--- config.mk ---
export PLATFORM = sky130hd
export DESIGN_NAME = audio_clk_gen
export DESIGN_NICKNAME = d
export VERILOG_FILES = /design/src/rtl/audio_clk_pkg.sv /design/src/rtl/audio_clk_mode_latch.sv /design/src/rtl/audio_clk_divider.sv /design/src/rtl/audio_clk_gen.sv
export SDC_FILE = /design/constraint.sdc
export NUM_CORES = 1
export LEC_CHECK = 0
export ABC_AREA = 1
export BUFFER_PORTS_ARGS = -buffer_cell sky130_fd_sc_hd__buf_2
export CAP_MARGIN = 20
export CORE_MARGIN = 1.5
export CORE_UTILIZATION = 50
export CTS_BUF_LIST = sky130_fd_sc_hd__clkbuf_4 sky130_fd_sc_hd__clkbuf_8
export CTS_CLUSTER_DIAMETER = 30
export CTS_CLUSTER_SIZE = 40
export DETAILED_ROUTE_END_ITERATION = 8
export PLACE_DENSITY_LB_ADDON = 0.08
export SLEW_MARGIN = 20
export SYNTH_ARGS = -nofsm -noshare
export SYNTH_HDL_FRONTEND = slang
export SYNTH_SLANG_ARGS = --single-unit
--- constraint.sdc ---
create_clock -name clk -period 2.5 [get_ports clk]
set_input_delay 0.25 -clock clk [delete_from_list [all_inputs] [get_ports clk]]
set_output_delay 0.25 -clock clk [all_outputs]
set_load 0.005 [all_outputs]
--- src/rtl/audio_clk_pkg.sv ---
package audio_clk_pkg;

    typedef enum logic [1:0] {
        ST_SILENT = 2'd0,
        ST_SLAVE  = 2'd1,
        ST_MASTER = 2'd2
    } clk_state_e;

    localparam logic [1:0] CKM_STRICT64 = 2'd2;

endpackage

--- src/rtl/audio_clk_mode_latch.sv ---
module audio_clk_mode_latch
    import audio_clk_pkg::*;
(
    input  logic       clk,
    input  logic       hold,
    input  logic       master_req,
    input  logic [1:0] ckm_req,
    input  logic       r48_req,
    output logic       is_master,
    output logic       use48,
    output logic       illegal48
);

    logic strict_q;
    logic r48_q;

    always_ff @(posedge clk) begin
        if (hold) begin
            is_master <= master_req;
            strict_q  <= (ckm_req == CKM_STRICT64);
            r48_q     <= r48_req;
        end
    end

    always_comb begin
        use48     = r48_q && !strict_q;
        illegal48 = r48_q && strict_q;
    end

endmodule

--- src/rtl/audio_clk_divider.sv ---
module audio_clk_divider #(
    parameter int MCLK_PER_FS = 256,
    parameter int BITS_HI     = 64,
    parameter int BITS_LO     = 48
) (
    input  logic clk,
    input  logic rst_n,
    input  logic run,
    input  logic use48,
    output logic bclk,
    output logic lrclk
);

    localparam int CW = $clog2(MCLK_PER_FS);
    localparam int AW = CW + 1;
    localparam int HW = $clog2(2 * BITS_HI) + 1;
    localparam logic [AW-1:0] STEP_HI = AW'(2 * BITS_HI);
    localparam logic [AW-1:0] STEP_LO = AW'(2 * BITS_LO);
    localparam logic [AW-1:0] WRAP    = AW'(MCLK_PER_FS);
    localparam logic [CW-1:0] LAST    = CW'(MCLK_PER_FS - 1);

    logic [CW-1:0] pos_q;
    logic [AW-1:0] acc_q, acc_sum, acc_n, step;
    logic [HW-1:0] half_q, half_n, bits_eff;
    logic          frame_end;

    always_comb begin
        step      = use48 ? STEP_LO : STEP_HI;
        bits_eff  = use48 ? HW'(BITS_LO) : HW'(BITS_HI);
        acc_sum   = acc_q + step;
        frame_end = (pos_q == LAST);
        if (frame_end) begin
            acc_n  = '0;
            half_n = '0;
        end else if (acc_sum >= WRAP) begin
            acc_n  = acc_sum - WRAP;
            half_n = half_q + 1'b1;
        end else begin
            acc_n  = acc_sum;
            half_n = half_q;
        end
    end

    always_ff @(posedge clk or negedge rst_n) begin
        if (!rst_n) begin
            pos_q  <= '0;
            acc_q  <= '0;
            half_q <= '0;
            bclk   <= 1'b0;
            lrclk  <= 1'b0;
        end else if (run) begin
            pos_q  <= frame_end ? '0 : pos_q + 1'b1;
            acc_q  <= acc_n;
            half_q <= half_n;
            bclk   <= half_n[0];
            lrclk  <= (half_n >= bits_eff);
        end
    end

endmodule

--- src/rtl/audio_clk_gen.sv ---
module audio_clk_gen
    import audio_clk_pkg::*;
#(
    parameter int MCLK_PER_FS = 256,
    parameter int BITS_HI     = 64,
    parameter int BITS_LO     = 48
) (
    input  logic       clk,
    input  logic       init_rst_n,
    input  logic       sys_rst_n,
    input  logic       master_mode,
    input  logic [1:0] clk_mode,
    input  logic       ratio48,
    input  logic       lrclk_in,
    input  logic       bclk_in,
    output logic       lrclk_out,
    output logic       bclk_out,
    output logic       ratio_err
);

    logic       rst_n;
    logic       is_master, use48_q;
    logic       gen_bclk, gen_lrclk;
    clk_state_e state_q, state_n;

    assign rst_n = init_rst_n & sys_rst_n;

    audio_clk_mode_latch u_latch (
        .clk        (clk),
        .hold       (!rst_n),
        .master_req (master_mode),
        .ckm_req    (clk_mode),
        .r48_req    (ratio48),
        .is_master  (is_master),
        .use48      (use48_q),
        .illegal48  (ratio_err)
    );

    audio_clk_divider #(
        .MCLK_PER_FS (MCLK_PER_FS),
        .BITS_HI     (BITS_HI),
        .BITS_LO     (BITS_LO)
    ) u_div (
        .clk   (clk),
        .rst_n (rst_n),
        .run   (state_q == ST_MASTER),
        .use48 (use48_q),
        .bclk  (gen_bclk),
        .lrclk (gen_lrclk)
    );

    // state register
    always_ff @(posedge clk or negedge rst_n) begin
        if (!rst_n) state_q <= ST_SILENT;
        else        state_q <= state_n;
    end

    // transitions: start_slave / start_master leave SILENT
    always_comb begin
        unique case (state_q)
            ST_SILENT: state_n = is_master ? ST_MASTER : ST_SLAVE;
            ST_SLAVE:  state_n = ST_SLAVE;
            ST_MASTER: state_n = ST_MASTER;
            default:   state_n = ST_SILENT;
        endcase
    end

    // outputs
    always_comb begin
        unique case (state_q)
            ST_SLAVE: begin
                lrclk_out = lrclk_in;
                bclk_out  = bclk_in;
            end
            ST_MASTER: begin
                lrclk_out = gen_lrclk;
                bclk_out  = gen_bclk;
            end
            default: begin
                lrclk_out = 1'b0;
                bclk_out  = 1'b0;
            end
        endcase
    end

endmodule

==> results.py <==
metrics = {
    "synth": {
        "synth-seq-area-share_pct": 41.6,
        "synth_xor_area_share_pct": 3.28,
        "yosys_most_used_dff": "dfrtp_1",
        "synth_edf_count": 3,
        "ys_async_sr_fraction_pct": 88.5,
        "synth_compound_area_share_pct": 8.20,
        "synth_top_family_by_area": "simple AND/OR/NAND/NOR gates",
        "synth_cells": 195,
        "syn_nets": 214,
        "muxShareOfSynthArea_pct": 0,
        "yosys.area_share.simple_pct": 29.7,
        "avgSynthCellArea_sq_um": 8.21,
        "ys_top_cells_by_count": "47 x nand2_1, 31 x inv_1, 23 x dfrtp_1",
        "yosysTopAreaCell": "dfrtp_1",
        "yosysMostFrequentCell": "nand2_1",
        "yosys_warnings": 0,
        "yosysTopAreaCellShare_pct": 35.9,
        "syn_area_sq_um": 1600,
        "synth_area_leaders": "dfrtp_1 36%, nand2_1 11%, ha_1 7.8%",
        "ys_ff_latch": 26,
        "synthAdderAreaFrac_pct": 7.81,
        "synth_cell_types": 31,
    },
    "routing": {
        "firstDrtPassIters": 4,
        "route.detailed.drc": 0,
        "wl_per_cell_um": 12.2,
        "final_antenna_net_count": 0,
        "m1WireLength_mm": 1.44,
        "drt-total-wl_mm": 3.10,
        "drt_iter0_markers": 41,
        "met3_length_um": 100,
        "wl_met2_mm": 1.51,
        "viasPerCell": 4.98,
        "num_vias": 1260,
        "top_layer_used": "met4",
    },
    "clocking": {
        "root_buffer": "clkbuf_4",
        "cts_tree": "done",
        "postCtsSetupRepairBufs": 0,
        "cts_hold_buffers": 0,
        "path_clk_slew_ns": 0.14,
        "clockBufferDepth": 2,
        "h-tree-depth": 1,
        "clk_latency_ns": 0.33,
        "cts_buffers": 3,
        "cts.sinks": 26,
        "cts.repair.resized": 0,
    },
    "sta": {
        "min_period_over_period_pct": 96.0,
        "timing.slew.headroom_pct": 39.8,
        "tightest_slew_ns": 0.902,
        "drv_slew": 0,
        "finClkSkew_ns": 0.00600,
        "hold_viol": 0,
        "finalCriticalPeriod_ns": 2.40,
        "fmax_mhz": 417,
        "setup_viol": 0,
    },
    "critical_path": {
        "timing.rr.end": "u_div.lrclk$_DFFE_PN0N_",
        "cp_max_fo": 4,
        "cp_data_required_time_ns": 2.74,
        "reg2reg_depth": 14,
        "endpoint": "u_div.lrclk$_DFFE_PN0N_",
        "reg2reg_slack_ns": 0.1,
        "r2r-start": "u_latch.strict_q$_DFFE_PN_",
        "crit_arrival_ns": 2.64,
        "critPathLaunch": "u_latch.strict_q$_DFFE_PN_",
        "critPathCaptureType": "flip-flop",
        "crit_path_start_kind": "flip-flop",
        "crit_type": "reg -> reg",
    },
    "layout": {
        "regArea_sq_um": 666,
        "nNetsFinal": 229,
        "drive_above_1_share_pct": 19.6,
        "instances_no_fill": 253,
        "fillCellCount": 301,
        "multi_input_area_sq_um": 803,
        "area_growth_pct": 11.2,
        "antennaDiodeCount": 0,
    },
    "die": {
        "num_rows": 20,
        "die-height_um": 59.6,
        "core_sq_um": 3050,
        "dieArea_sq_um": 3550,
        "io_pins": 12,
        "start_util_pct": 52.5,
        "die_w_um": 59.6,
    },
    "global_routing": {
        "overflow": 0,
        "grt_max_degree": 24,
        "first_global_vias": 1289,
        "antenna_found_initial": 0,
        "grt_use_total_pct": 20.7,
        "grt_pass1_wl_mm": 5.43,
    },
    "pwr": {
        "p_int_mw": 1.02,
        "power_mw": 1.73,
        "swShare_pct": 41.1,
        "p_leak_nw": 0.949,
        "ir_worst_vdd_uv": 523,
        "sequentialPowerShare_pct": 39.9,
        "p_per_area_nw_per_um2": 969,
        "pwr-share-clk_pct": 17.2,
        "p_comb_share_pct": 42.9,
        "p_sw_mw": 0.709,
    },
    "run": {
        "drv_cap": 0,
    },
    "placement": {
        "dpl.hpwl_mm": 2.30,
        "io_buffer_count": 11,
        "dp_cells": 249,
        "place.gp.congestion": 0.762,
    },
    "hold_path": {
        "min_path_type": "in -> reg",
    },
    "status": {
        "status": "finished, final reports clean",
    },
}
[flip-flops by register name, indices dropped and copies added (netlist names)]
register / cells
u_div.half_q: 8
u_latch.is_master: 1
u_latch.r48_q: 1
state_q: 2
u_latch.strict_q: 1
u_div.pos_q: 8
u_div.acc_q: 4
u_div.lrclk: 1
[cells in the final DEF (no fill, tap or decap)]
cell type	netlist	layout
nand4_1	2	2
nand4_2	1	1
buf_2	2	11
buf_4	0	1
o21ai_1	4	4
inv_2	5	5
xor2_1	4	4
ha_1	10	9
nor3_4	0	1
edfxtp_1	3	3
xnor2_1	2	2
inv_4	1	1
and3_1	1	1
nor3b_1	1	1
nand3_4	1	1
o21ai_0	5	5
nand2_4	5	5
nor2_2	2	2
nor3_2	2	1
nand3_1	11	11
nor3_1	3	3
bufinv_16	0	1
a21oi_2	2	2
o21a_1	1	1
nor2_1	12	12
a22o_1	2	2
a21oi_1	7	7
nor3b_2	1	1
nand2_2	1	1
inv_1	31	31
ha_4	0	1
o21ai_2	1	1
nand3_2	2	2
dfrtp_1	23	23
nand2_1	47	47
clkbuf_4	0	3
[per-stage QoR]
| stage | TNS [ns] | area [sq um] | hold slack (ns) | worst slack (ns) | utilization, % |
|---|---|---|---|---|---|
| finish | 0 | 1780 | 0.0856 | 0.0998 | 58.3 |
| global route | -0.00934 | 1780 | 0.0692 | -0.00934 | 58.3 |
| CTS | 0 | 1760 | 0.0745 | 0.0670 | 57.7 |
| detailed placement | 0 | 1710 | 0.430 | 0.120 | 56.0 |
| global placement | 0 | 1710 | 0.430 | 0.152 | 56.0 |
| floorplan | 0 | 1600 | 0.349 | 0.366 | - |
[cell families (layout without fill, tap and decap cells)]
logic type / after synthesis / in the layout
compound gates: 22 / 22
fa+ha+maj: 10 / 10
buf+inv: 39 / 53
simple gates: 92 / 92
flops: 26 / 26
xor+xnor: 6 / 6
[cell type report]
cell class,instances,area share [%]
clock buffers,3,1.26
repair buffers,12,3.51
multi-input cells,130,45.1
flip-flops and latches,26,37.4
inverters,37,7.94
well taps,44,3.09
clock inverters,1,1.69
[per-layer routing]
metal / up-vias / track usage [%]
met5: - / 0
met4: 0 / 8.57
met3: 6 / 3.28
met2: 23 / 35.3
met1: 590 / 25.9
li1: 641 / -
[critical path: stages, from the launching register on]
cell	delay, ns
edfxtp_1	0.42
inv_2	0.11
nand2_1	0.11
ha_4	0.30
nand2_1	0.05
inv_1	0.08
nand3_4	0.10
nand3_2	0.11
nand2_4	0.08
nor3_4	0.16
nand3_1	0.12
and3_1	0.21
ha_1	0.30
nand2_1	0.09
a21oi_2	0.05
[power groups by stage]
stage	Clock, mW	Sequential [mW]	Combinational (mW)
after floorplan	0	0.664	0.575
after global placement	0	0.689	0.697
after detailed placement	0	0.695	0.723
after CTS	0.304	0.686	0.733
after global routing	0.321	0.713	0.854
final	0.297	0.689	0.739
[worst min path at each step]
stage / start / endpoint / slack (ns) / cells after the start
finish: ratio48 / u_latch.r48_q$_DFFE_PN_ / 0.09 / 1
global route: master_mode / u_latch.is_master$_DFFE_PN_ / 0.07 / 1
CTS: ratio48 / u_latch.r48_q$_DFFE_PN_ / 0.07 / 1
detailed placement: ratio48 / u_latch.r48_q$_DFFE_PN_ / 0.43 / 1
global placement: master_mode / u_latch.is_master$_DFFE_PN_ / 0.43 / 1
floorplan: master_mode / u_latch.is_master$_DFFE_PN_ / 0.35 / 0
Note: power is estimated with default switching activity, not from simulation.
